## src/rtl/hdm_pkg.sv

```systemverilog
package hdm_pkg;
  localparam int unsigned HDM_GUARD_DEF = 16;

  typedef enum logic [1:0] {
    MODE_RUN   = 2'b00,
    MODE_BLANK = 2'b01,
    MODE_SLEEP = 2'b10
  } drive_mode_e;
endpackage

```

## src/rtl/hdm_frame_timer.sv

```systemverilog
module hdm_frame_timer #(
  parameter int unsigned CNT_W = 12
) (
  input  logic             clk,
  input  logic             rst_n,
  input  logic             run,
  output logic [CNT_W-1:0] cnt,
  output logic             wrap
);
  logic [CNT_W-1:0] cnt_q;

  always_ff @(posedge clk or negedge rst_n) begin
    if (!rst_n)   cnt_q <= '0;
    else if (run) cnt_q <= cnt_q + 1'b1;
  end

  assign cnt  = cnt_q;
  assign wrap = run && (&cnt_q);
endmodule

```

## src/rtl/hdm_on_window.sv

```systemverilog
module hdm_on_window #(
  parameter int unsigned PHASE_W = 11,
  parameter int unsigned DIM_W   = 10,
  parameter int unsigned GUARD   = 16
) (
  input  logic [PHASE_W-1:0] pos,
  input  logic [DIM_W-1:0]   dim,
  output logic               lit
);
  localparam int          SHIFT   = int'(PHASE_W) - int'(DIM_W);
  localparam int unsigned EXT_W   = PHASE_W + 1;
  localparam logic [EXT_W-1:0] GUARD_V = EXT_W'(GUARD);

  logic [EXT_W-1:0] on_len;
  logic [EXT_W-1:0] pos_e;

  // Dimmer scaled to the phase length by a fixed shift, no multiplier.
  generate
    if (SHIFT >= 0) begin : g_up
      assign on_len = EXT_W'(dim) << SHIFT;
    end else begin : g_dn
      assign on_len = EXT_W'(dim >> (-SHIFT));
    end
  endgenerate

  assign pos_e = {1'b0, pos};
  assign lit   = (pos_e >= GUARD_V) && ((pos_e - GUARD_V) < on_len);
endmodule

```

## src/rtl/hdm_seg_buffer.sv

```systemverilog
module hdm_seg_buffer #(
  parameter int unsigned DATA_W = 82
) (
  input  logic              clk,
  input  logic              rst_n,
  input  logic              in_valid,
  output logic              in_ready,
  input  logic [DATA_W-1:0] in_data,
  input  logic              swap,
  output logic [DATA_W-1:0] shown
);
  logic [DATA_W-1:0] pend_q;
  logic [DATA_W-1:0] shown_q;
  logic              full_q;

  always_ff @(posedge clk or negedge rst_n) begin
    if (!rst_n) begin
      pend_q  <= '0;
      shown_q <= '0;
      full_q  <= 1'b0;
    end else if (in_valid && !full_q) begin
      pend_q <= in_data;
      full_q <= 1'b1;
    end else if (swap && full_q) begin
      shown_q <= pend_q;
      full_q  <= 1'b0;
    end
  end

  assign in_ready = !full_q;
  assign shown    = shown_q;
endmodule

```

## src/rtl/halfduty_disp_mux.sv

```systemverilog
module halfduty_disp_mux
  import hdm_pkg::*;
#(
  parameter int unsigned SEG_W   = 41,
  parameter int unsigned DIGITS  = 2,
  parameter int unsigned FRAME_W = 12,
  parameter int unsigned DIM_W   = 10,
  parameter int unsigned GUARD   = HDM_GUARD_DEF
) (
  input  logic                    clk,
  input  logic                    rst_n,
  input  logic [1:0]              sleep_ctl,
  input  logic                    blank,
  input  logic [DIM_W-1:0]        dim_code,
  input  logic                    seg_valid,
  output logic                    seg_ready,
  input  logic [SEG_W*DIGITS-1:0] seg_data,
  output logic [DIGITS-1:0]       digit_drv,
  output logic [SEG_W-1:0]        seg_drv
);
  localparam int unsigned DSEL_W  = (DIGITS > 1) ? $clog2(DIGITS) : 1;
  localparam int unsigned PHASE_W = FRAME_W - DSEL_W;
  localparam int unsigned DATA_W  = SEG_W * DIGITS;

  logic [FRAME_W-1:0] frame_cnt;
  logic               wrap;
  logic               sleep_req;
  logic               lit;
  logic [DSEL_W-1:0]  phase_idx;
  logic [PHASE_W-1:0] pos;
  logic [DATA_W-1:0]  shown;
  logic [SEG_W-1:0]   seg_bank [DIGITS];
  logic [DIGITS-1:0]  dig_next;
  logic [SEG_W-1:0]   seg_next;
  drive_mode_e        mode;
  logic [DIGITS-1:0]  dig_q;
  logic [SEG_W-1:0]   seg_q;

  assign sleep_req = |sleep_ctl;
  assign phase_idx = frame_cnt[FRAME_W-1 -: DSEL_W];
  assign pos       = frame_cnt[PHASE_W-1:0];

  hdm_frame_timer #(.CNT_W(FRAME_W)) u_timer (
    .clk   (clk),
    .rst_n (rst_n),
    .run   (!sleep_req),
    .cnt   (frame_cnt),
    .wrap  (wrap)
  );

  hdm_on_window #(.PHASE_W(PHASE_W), .DIM_W(DIM_W), .GUARD(GUARD)) u_window (
    .pos (pos),
    .dim (dim_code),
    .lit (lit)
  );

  hdm_seg_buffer #(.DATA_W(DATA_W)) u_buf (
    .clk      (clk),
    .rst_n    (rst_n),
    .in_valid (seg_valid),
    .in_ready (seg_ready),
    .in_data  (seg_data),
    .swap     (wrap),
    .shown    (shown)
  );

  generate
    for (genvar d = 0; d < DIGITS; d++) begin : g_digit
      assign seg_bank[d] = shown[d*SEG_W +: SEG_W];
      assign dig_next[d] = lit && (phase_idx == DSEL_W'(d));
    end
  endgenerate

  assign seg_next = seg_bank[phase_idx] & {SEG_W{lit}};

  always_comb begin
    if (sleep_req)  mode = MODE_SLEEP;
    else if (blank) mode = MODE_BLANK;
    else            mode = MODE_RUN;
  end

  always_ff @(posedge clk or negedge rst_n) begin
    if (!rst_n) begin
      dig_q <= '0;
      seg_q <= '0;
    end else begin
      case (mode)
        MODE_RUN: begin
          dig_q <= dig_next;
          seg_q <= seg_next;
        end
        default: begin
          dig_q <= '0;
          seg_q <= '0;
        end
      endcase
    end
  end

  assign digit_drv = dig_q;
  assign seg_drv   = seg_q;
endmodule

```

## config.mk

```make
export PLATFORM = sky130hd
export DESIGN_NAME = halfduty_disp_mux
export DESIGN_NICKNAME = d
export VERILOG_FILES = /design/src/rtl/hdm_pkg.sv /design/src/rtl/hdm_frame_timer.sv /design/src/rtl/hdm_on_window.sv /design/src/rtl/hdm_seg_buffer.sv /design/src/rtl/halfduty_disp_mux.sv
export SDC_FILE = /design/constraint.sdc
export NUM_CORES = 1
export LEC_CHECK = 0
export BUFFER_PORTS_ARGS = -buffer_cell sky130_fd_sc_hd__buf_2
export CORE_AREA = 2 2 148 150
export DETAILED_ROUTE_END_ITERATION = 6
export DIE_AREA = 0 0 150 152
export HOLD_SLACK_MARGIN = 0.06
export PLACE_DENSITY = 0.68
export SLEW_MARGIN = 20
export SYNTH_ARGS = -nofsm -noshare
export SYNTH_HDL_FRONTEND = slang
export SYNTH_SLANG_ARGS = --single-unit
export TNS_END_PERCENT = 20
```

## constraint.sdc

```tcl
create_clock -name clk -period 2.9 [get_ports clk]
set_input_delay 0.435 -clock clk [delete_from_list [all_inputs] [get_ports clk]]
set_output_delay 0.435 -clock clk [all_outputs]
set_load 0.03 [all_outputs]
```

Yosys cells after proc, flatten, opt, wreduce, memory -nomap -nowiden --
Cells that the tools add are included.
Storage, ports and cells: output and inout bits 44, logic and storage cells 37, bits of input ports 98, register bits 220
Operators by class: magnitude comparators 3, reduce and logical (&&, ||, !) cells 13, muxes and demuxes 9, $add $sub $neg 2, bitwise logic cells 4
Operator list (count):
- $mux 41 | 4
- $and 41x41->41 | 1
- $add 12x1->12 const B | 1
- $lt 12x11->1 | 1
- $reduce_and 12->1 | 1
- $sub 11x5->12 const B | 1
- $ge 11x5->1 const B | 1
- $logic_and 1x1->1 | 6
- $mux 2 | 2
- $mux 1 | 3
- $ge 2x2->1 const B | 1
- $logic_not 1->1 | 2
- $logic_not 2->1 | 1
- $not 1->1 | 2
- $not 1->2 | 1
- $reduce_and 2->1 | 1
- $reduce_bool 2->1 | 1
- $reduce_or 2->1 | 1

Longest topological paths before layout --
Gate-level depths: netlist of the first run.
depth after elaboration 6, gate-level depth with buffers 11, mapped depth without buffers 10

By module --
Synthesis of the first run repeated with hierarchy kept, for this count alone.
Unflattened totals: cells, all modules 589, area total of the unflattened synthesis 9156.3 sq um
Modules (own cells, without submodules):
- hdm_seg_buffer | seq. area each 4129.0 sq um, cells each 351, instances 1, area each 6444.9 sq um
- halfduty_disp_mux | seq. area each 1076.0 sq um, cells each 140, instances 1, area each 1761.7 sq um
- hdm_frame_timer | seq. area each 300.3 sq um, cells each 45, instances 1, area each 565.5 sq um
- hdm_on_window | seq. area each 0.0 sq um, cells each 53, instances 1, area each 384.1 sq um

Least setup slack after synthesis of the first run --
No wires, ideal clock.
kind reg2reg, start reg u_timer.cnt_q[4] (netlist: u_timer.cnt[4]), end reg seg_q[0] (netlist: seg_drv[0]), stages on the path, launching flop included 12, buffers on the path 1, data arrival time 2746 ps, path slack 80 ps, setup time 74 ps, data required time 2826 ps, cell sequence dfrtp_1 -> inv_1 -> ha_1 -> nor3b_1 -> nand2_1 -> xnor2_1 -> ha_1 -> or4_1 -> a21oi_1 -> clkbuf_1 -> nand4_1 -> a21oi_2
On the way: cells in the longest elaborated chain, start to end 5, elaborated cells between the ends (all ways) 6, classes of those cells add/sub (1); order compare (2); mux (1); bitwise (1); reduce/logical (1)
Ends and longest elaborated chain:
- from (decl) | RTL line hdm_frame_timer.sv:10 | logic [CNT_W-1:0] cnt_q;
- from (signal assigned) | RTL line hdm_frame_timer.sv:14 | else if (run) cnt_q <= cnt_q + 1'b1;
- $sub 11x5->12 | RTL line hdm_on_window.sv:27 | assign lit = (pos_e >= GUARD_V) && ((pos_e - GUARD_V) < on_len);
- $lt 12x11->1 | RTL line hdm_on_window.sv:27
- $logic_and 1x1->1 * | RTL line hdm_on_window.sv:27
- $and 41x41->41 * | RTL line halfduty_disp_mux.sv:74 | assign seg_next = seg_bank[phase_idx] & {SEG_W{lit}};
- $mux 41 * | RTL line halfduty_disp_mux.sv:87 | case (mode)
- to (signal assigned) | RTL line halfduty_disp_mux.sv:90 | seg_q <= seg_next;
- to (decl) | RTL line halfduty_disp_mux.sv:37 | logic [SEG_W-1:0] seg_q;
Mark *: on every way between the ends. The rest lies on a longest branch, timed or not. A chain may end at the register's enable or synchronous reset.

Worst setup path in the final report of the first run --
start reg u_timer.cnt_q[5] (netlist: u_timer.cnt[5]), end reg seg_q[30] (netlist: seg_drv[30])
Same word-level chain as after synthesis.

==> results of run 1 <==
## worst paths after layout
kind | from | endpoint | cells after the start
min in group asynchronous | rst_n | u_buf.pend_q[43] | 2
min reg2reg | u_buf.shown[33] | u_buf.shown[33] | 1
max in group asynchronous | rst_n | u_buf.shown[24] | 3
max reg2reg | u_timer.cnt[5] | seg_drv[30] | 12
max | u_timer.cnt[5] | seg_drv[30] | 12
min | seg_data[20] | u_buf.pend_q[20] | 2
## synth_stat cells, types with 3 or more instances
cell,n,area share
dfrtp_1,220,0.59
mux2_2,195,0.23
nand4_1,44,0.029
a21oi_2,40,0.037
clkbuf_1,33,0.013
inv_1,15,0.0060
buf_6,14,0.017
ha_1,12,0.016
mux2_1,11,0.013
xor2_1,8,0.0075
nand2_1,7,0.0028
nor2_1,7,0.0028
xnor2_1,7,0.0065
nor3_1,5,0.0027
nand3_1,4,0.0021
a211oi_1,3,0.0024
a21o_1,3,0.0024
## routing by layer
metal | GRT usage | vias up
li1 | - | 2621
met1 | 0.249 | 2908
met2 | 0.277 | 122
met3 | 0.0270 | 31
met4 | 0.0427 | 2
met5 | 0 | -
## power by group
group          internal [W]  switching, W  total, W
Clock               0.00173       0.00119   0.00292
Combinational      0.000535      0.000934   0.00147
Sequential          0.00325      0.000127   0.00338
## timing repair
| action | in CTS | in global routing |
|---|---|---|
| buffers inserted | 0 | 4 |
| endpoints found under the hold margin | 89 | 0 |
| hold buffers | 1 | 0 |
| endpoints found under the setup margin | 0 | 41 |
| gates resized for setup | 0 | 7 |
## kinds of logic after synthesis
group | share of synthesized area
muxes | 0.247
and+or+nand+nor | 0.0512
AOI/OAI and AO/OA | 0.0469
buffers and inverters | 0.0379
DFF | 0.587
adders and majority gates | 0.0160
xor gates and xnor gates | 0.0140
## cells in the final DEF, fill, tap and decap left out, types with 7 or more instances in the layout
| cell type | instances |
|---|---|
| dfrtp_1 | 217 |
| mux2_2 | 195 |
| buf_2 | 140 |
| nand4_1 | 44 |
| a21oi_2 | 40 |
| clkbuf_16 | 28 |
| inv_1 | 14 |
| mux2_1 | 11 |
| ha_1 | 11 |
| buf_12 | 11 |
| buf_4 | 11 |
| xor2_1 | 8 |
| nand2_1 | 7 |
| nor2_1 | 7 |
| xnor2_1 | 7 |
## cell type report
class | count | area, µm² | share of cell area
timing repair buffer | 169 | 1130 | 0.0990
clock inverter | 9 | 77.6 | 0.00682
sequential | 220 | 5510 | 0.484
inverter | 15 | 56.3 | 0.00495
clock buffer | 31 | 678 | 0.0596
multi-input combinational | 365 | 3580 | 0.315
tap | 280 | 350 | 0.0308
## stage by stage
stage	total power, W	area (µm²)	utilization	setup WS [ps]	std cells
final	0.00777	11400	0.533	143	1089
after global routing	0.00810	11400	0.533	18.7	1089
after CTS	0.00778	11200	0.525	61.2	1080
after detailed placement	0.00483	10500	0.489	83.4	1039
after global placement	0.00481	10500	0.489	219	1039
after floorplan	0.00427	9380	-	80.2	650
## registers in the layout (all words and copies together) (netlist names)
register / count
seg_drv: 41
digit_drv: 2
u_buf.shown: 82
u_buf.pend_q: 82
u_timer.cnt: 12
u_buf.full_q: 1
==> flow_summary.json, run 1 <==
{
  "place_hpwl_um": 11600,
  "required_ps": 3330,
  "fillCellCount": 1829,
  "cpMaxStageDelayCell": "or4_4",
  "slowest_delay_ps": 550,
  "drc_errors": 0,
  "peakVddDrop_mv": 0.458,
  "port_buffers": 141,
  "max_freq_ghz": 0.363,
  "overflow": 0,
  "cp_top_family": "simple AND/OR/NAND/NOR gates",
  "met2_wirelength_um": 9510,
  "drive_gt1_frac": 0.561,
  "gp_congestion": 0.789,
  "synth-edff-count": 0,
  "grt_pass1_wl_um": 31700,
  "syn_area_um2": 9380,
  "dr_wl_met3_um": 867,
  "relSlewSlack": 0.481,
  "highest_layer": "met5",
  "path_buf_inv": 3,
  "setup_viol": 0,
  "cts_tree": "yes",
  "crit_path_max_fanout": 10,
  "clock_skew_ps": 15.8,
  "grt_pass1_vias": 5986,
  "n_antenna_cell": 0,
  "arrival_ps": 3190,
  "syn_area_per_cell_um2": 14.4,
  "yosys_warnings": 0,
  "cts-root-buf": "clkbuf_16",
  "num_rows": 54,
  "hold_viol_final": 0,
  "cp-end-kind": "register",
  "antenna_found_initial": 1,
  "initial_core_util": 0.439,
  "clock_latency_ps": 510,
  "power_density_nw_per_um2": 683,
  "routed_via_density": 5.22,
  "first_pass_iters": 4,
  "period_needed_ps": 2760,
  "critPathKind": "register to register",
  "area_growth_pct": 21.2,
  "fin_tns_setup_ps": 0,
  "wl_met1_um": 9540,
  "hold-worst-slack_ps": 151,
  "die_w_um": 150,
  "ant_nets": 0,
  "fin_crit_sh": 0.951,
  "die_h_um": 152,
  "num_io_pins": 142,
  "cap_violations": 0,
  "numClockSinks": 220,
  "synth_cell_type_count": 35,
  "status": "finished clean",
  "yosysSeqAreaShare": 0.587,
  "slew_violations": 0,
  "worst_pin_slew_ps": 776,
  "min_path_type": "input pin to register",
  "grt_max_degree": 94,
  "wirelength_um": 20300,
  "cp_cell_sequence": "inv_1, ha_2, nor3b_4, nand2_1, xnor2_1, ha_1, or4_4, a21oi_4, buf_12, buf_6, nand4_1, a21oi_2",
  "routedWlPerCell_um": 18.7,
  "syn_inst": 650,
  "syn_nets": 760,
  "drt_iter0_drc": 189,
  "yosys_most_used_dff": "dfrtp_1",
  "clockBufferDepth": 3,
  "htree_levels": 1,
  "grt_usage": 0.173,
  "rsz0062_at_grt": "no",
  "die_area_um2": 22800,
  "power.leakage_nw": 5.64,
  "vias": 5684,
  "r2r_slack_ps": 140,
  "synthArstFlopShare": 1.00,
  "clk_pin_slew_worst_paths_ps": 60,
  "final_nets": 905,
  "numCtsBuffers": 24,
  "synth_seq_cells": 220,
  "start_kind": "register",
  "coreArea_um2": 21400
}
(Power assumes the default switching activity.)
==> inputs of run 2 (changes only) <==
- CORE_AREA: 2 2 148 150 -> 2 2 139 141
- DIE_AREA: 0 0 150 152 -> 0 0 141 143
- GPL_TIMING_DRIVEN: not set -> 0
- PLACE_DENSITY: 0.68 -> 0.76
==> flow_summary.json, run 2 (synthesis results as in run 1) <==
{
  "cp-end-kind": "register",
  "numClockSinks": 220,
  "fin_crit_sh": 0.974,
  "die_area_um2": 20200,
  "drc_errors": 0,
  "port_buffers": 141,
  "fin_tns_setup_ps": 0,
  "required_ps": 3310,
  "hold-worst-slack_ps": 168,
  "peakVddDrop_mv": 0.428,
  "clock_latency_ps": 490,
  "status": "finished clean",
  "layout_setup_ws_ps": 75.9,
  "place_hpwl_um": 13000,
  "cap_violations": 0,
  "p_seq_frac": 0.464,
  "start_kind": "register",
  "worst_pin_slew_ps": 939,
  "final_nets": 931,
  "critPathKind": "register to register",
  "drive_gt1_frac": 0.527,
  "wirelength_um": 19200,
  "fillCellCount": 1478,
  "min_path_type": "input pin to register",
  "antenna_found_initial": 1,
  "first_pass_iters": 4,
  "numCtsBuffers": 23,
  "clockBufferDepth": 3,
  "crit_path_max_fanout": 10,
  "num_io_pins": 142,
  "setup_viol": 0,
  "drt_iter0_drc": 222,
  "overflow": 0,
  "area_growth_pct": 19.1,
  "slew_violations": 0,
  "num_rows": 50,
  "initial_core_util": 0.505,
  "p_sw_frac": 0.285,
  "final_area_um2": 11200,
  "grt_usage": 0.196,
  "clock_skew_ps": 8.26,
  "coreArea_um2": 18600,
  "clkPwrFrac": 0.355,
  "grt_pass1_wl_um": 31100,
  "final_cell_mix": "dfrtp_1, mux2_2, buf_2",
  "die_w_um": 141,
  "arrival_ps": 3230,
  "gp_congestion": 0.822,
  "routedWlPerCell_um": 18.0,
  "place_ws_ps": -844,
  "clk_pin_slew_worst_paths_ps": 60,
  "power_density_nw_per_um2": 652,
  "routed_via_density": 5.36,
  "p_int_w": 0.00521,
  "place_area_um2": 10400,
  "cts_tree": "yes",
  "layout_commonest_cell": "dfrtp_1",
  "power.leakage_nw": 5.59,
  "p_comb_frac": 0.181,
  "relSlewSlack": 0.371,
  "hold_viol_final": 0,
  "p_sw_w": 0.00207,
  "n_antenna_cell": 0,
  "die_h_um": 143,
  "max_freq_ghz": 0.354,
  "htree_levels": 1,
  "period_needed_ps": 2820,
  "cts-root-buf": "clkbuf_16",
  "ant_nets": 0,
  "vias": 5706,
  "grt_pass1_vias": 5904,
  "grt_max_degree": 104
}
run 2: cell count changes in the layout (fill, tap and decap cells not counted), moves of 3 or more:
| cell | previous run | this run |
|---|---|---|
| clkinvlp_4 | 3 | 0 |
| buf_12 | 11 | 1 |
| clkbuf_16 | 28 | 23 |
| clkbuf_1 | 3 | 36 |
| buf_6 | 2 | 15 |
| buf_4 | 11 | 4 |
run 2: power by group through the flow:
stage / registers, W / clock network [W] / logic [W]
6_report: 0.00338 / 0.00259 / 0.00132
4_1_cts: 0.00338 / 0.00265 / 0.00131
2_1_floorplan: 0.00339 / 0 / 0.000880
3_5_place_dp: 0.00343 / 0 / 0.00127
5_1_grt: 0.00340 / 0.00279 / 0.00146
3_3_place_gp: 0.00342 / 0 / 0.00122
run 2: area by class of cell:
cell class / instances / area, µm² / area share
sequential: 220 / 5510 / 0.493
multi-input combinational: 365 / 3550 / 0.318
timing repair buffer: 146 / 808 / 0.0723
clock buffer: 32 / 629 / 0.0563
buffer: 50 / 318 / 0.0284
tap: 234 / 293 / 0.0262
inverter: 15 / 56.3 / 0.00504
clock inverter: 3 / 15.0 / 0.00134
run 2: metrics by stage:
stage	total power (W)	instances	utilization
2_1_floorplan	0.00427	650	-
3_3_place_gp	0.00464	1025	0.559
3_5_place_dp	0.00470	1027	0.562
4_1_cts	0.00734	1064	0.601
5_1_grt	0.00765	1065	0.601
6_report	0.00728	1065	0.601
run 2: final timing paths:
path                                  from               end  slack [ps]  depth (start not counted)
setup / recovery            u_timer.cnt[4]        seg_drv[8]          80                         12
hold / removal                seg_data[67]  u_buf.pend_q[67]         170                          2
setup reg to reg            u_timer.cnt[4]        seg_drv[8]          80                         12
hold reg to reg            u_buf.shown[56]   u_buf.shown[56]         480                          1
max in group asynchronous            rst_n    u_timer.cnt[4]        1790                          3
min in group asynchronous            rst_n  u_buf.pend_q[77]         360                          2
run 2: worst max-delay path, cell delays in order, from the launching register on:
cell,delay [ps]
dfrtp_2,440
inv_2,100
ha_1,190
nor3b_4,210
nand2_1,100
xnor2_1,150
ha_1,180
or4_1,570
a21oi_4,160
buf_12,150
clkbuf_4,200
nand4_1,120
a21oi_2,170
run 2: repair_timing:
action,in CTS,in global routing
resized for setup,13,7
setup endpoints to repair,43,41
hold buffers,1,0
setup buffers,1,1
endpoints found under the hold margin,18,0
run 2: layer usage:
layer,wire [µm],vias up,share of wire,GRT usage
met5,0,-,0,0
met1,8860,2869,0.46,0.285
met3,1050,29,0.055,0.0362
met2,8920,140,0.46,0.307
met4,352,0,0.018,0.0500
li1,-,2668,-,-
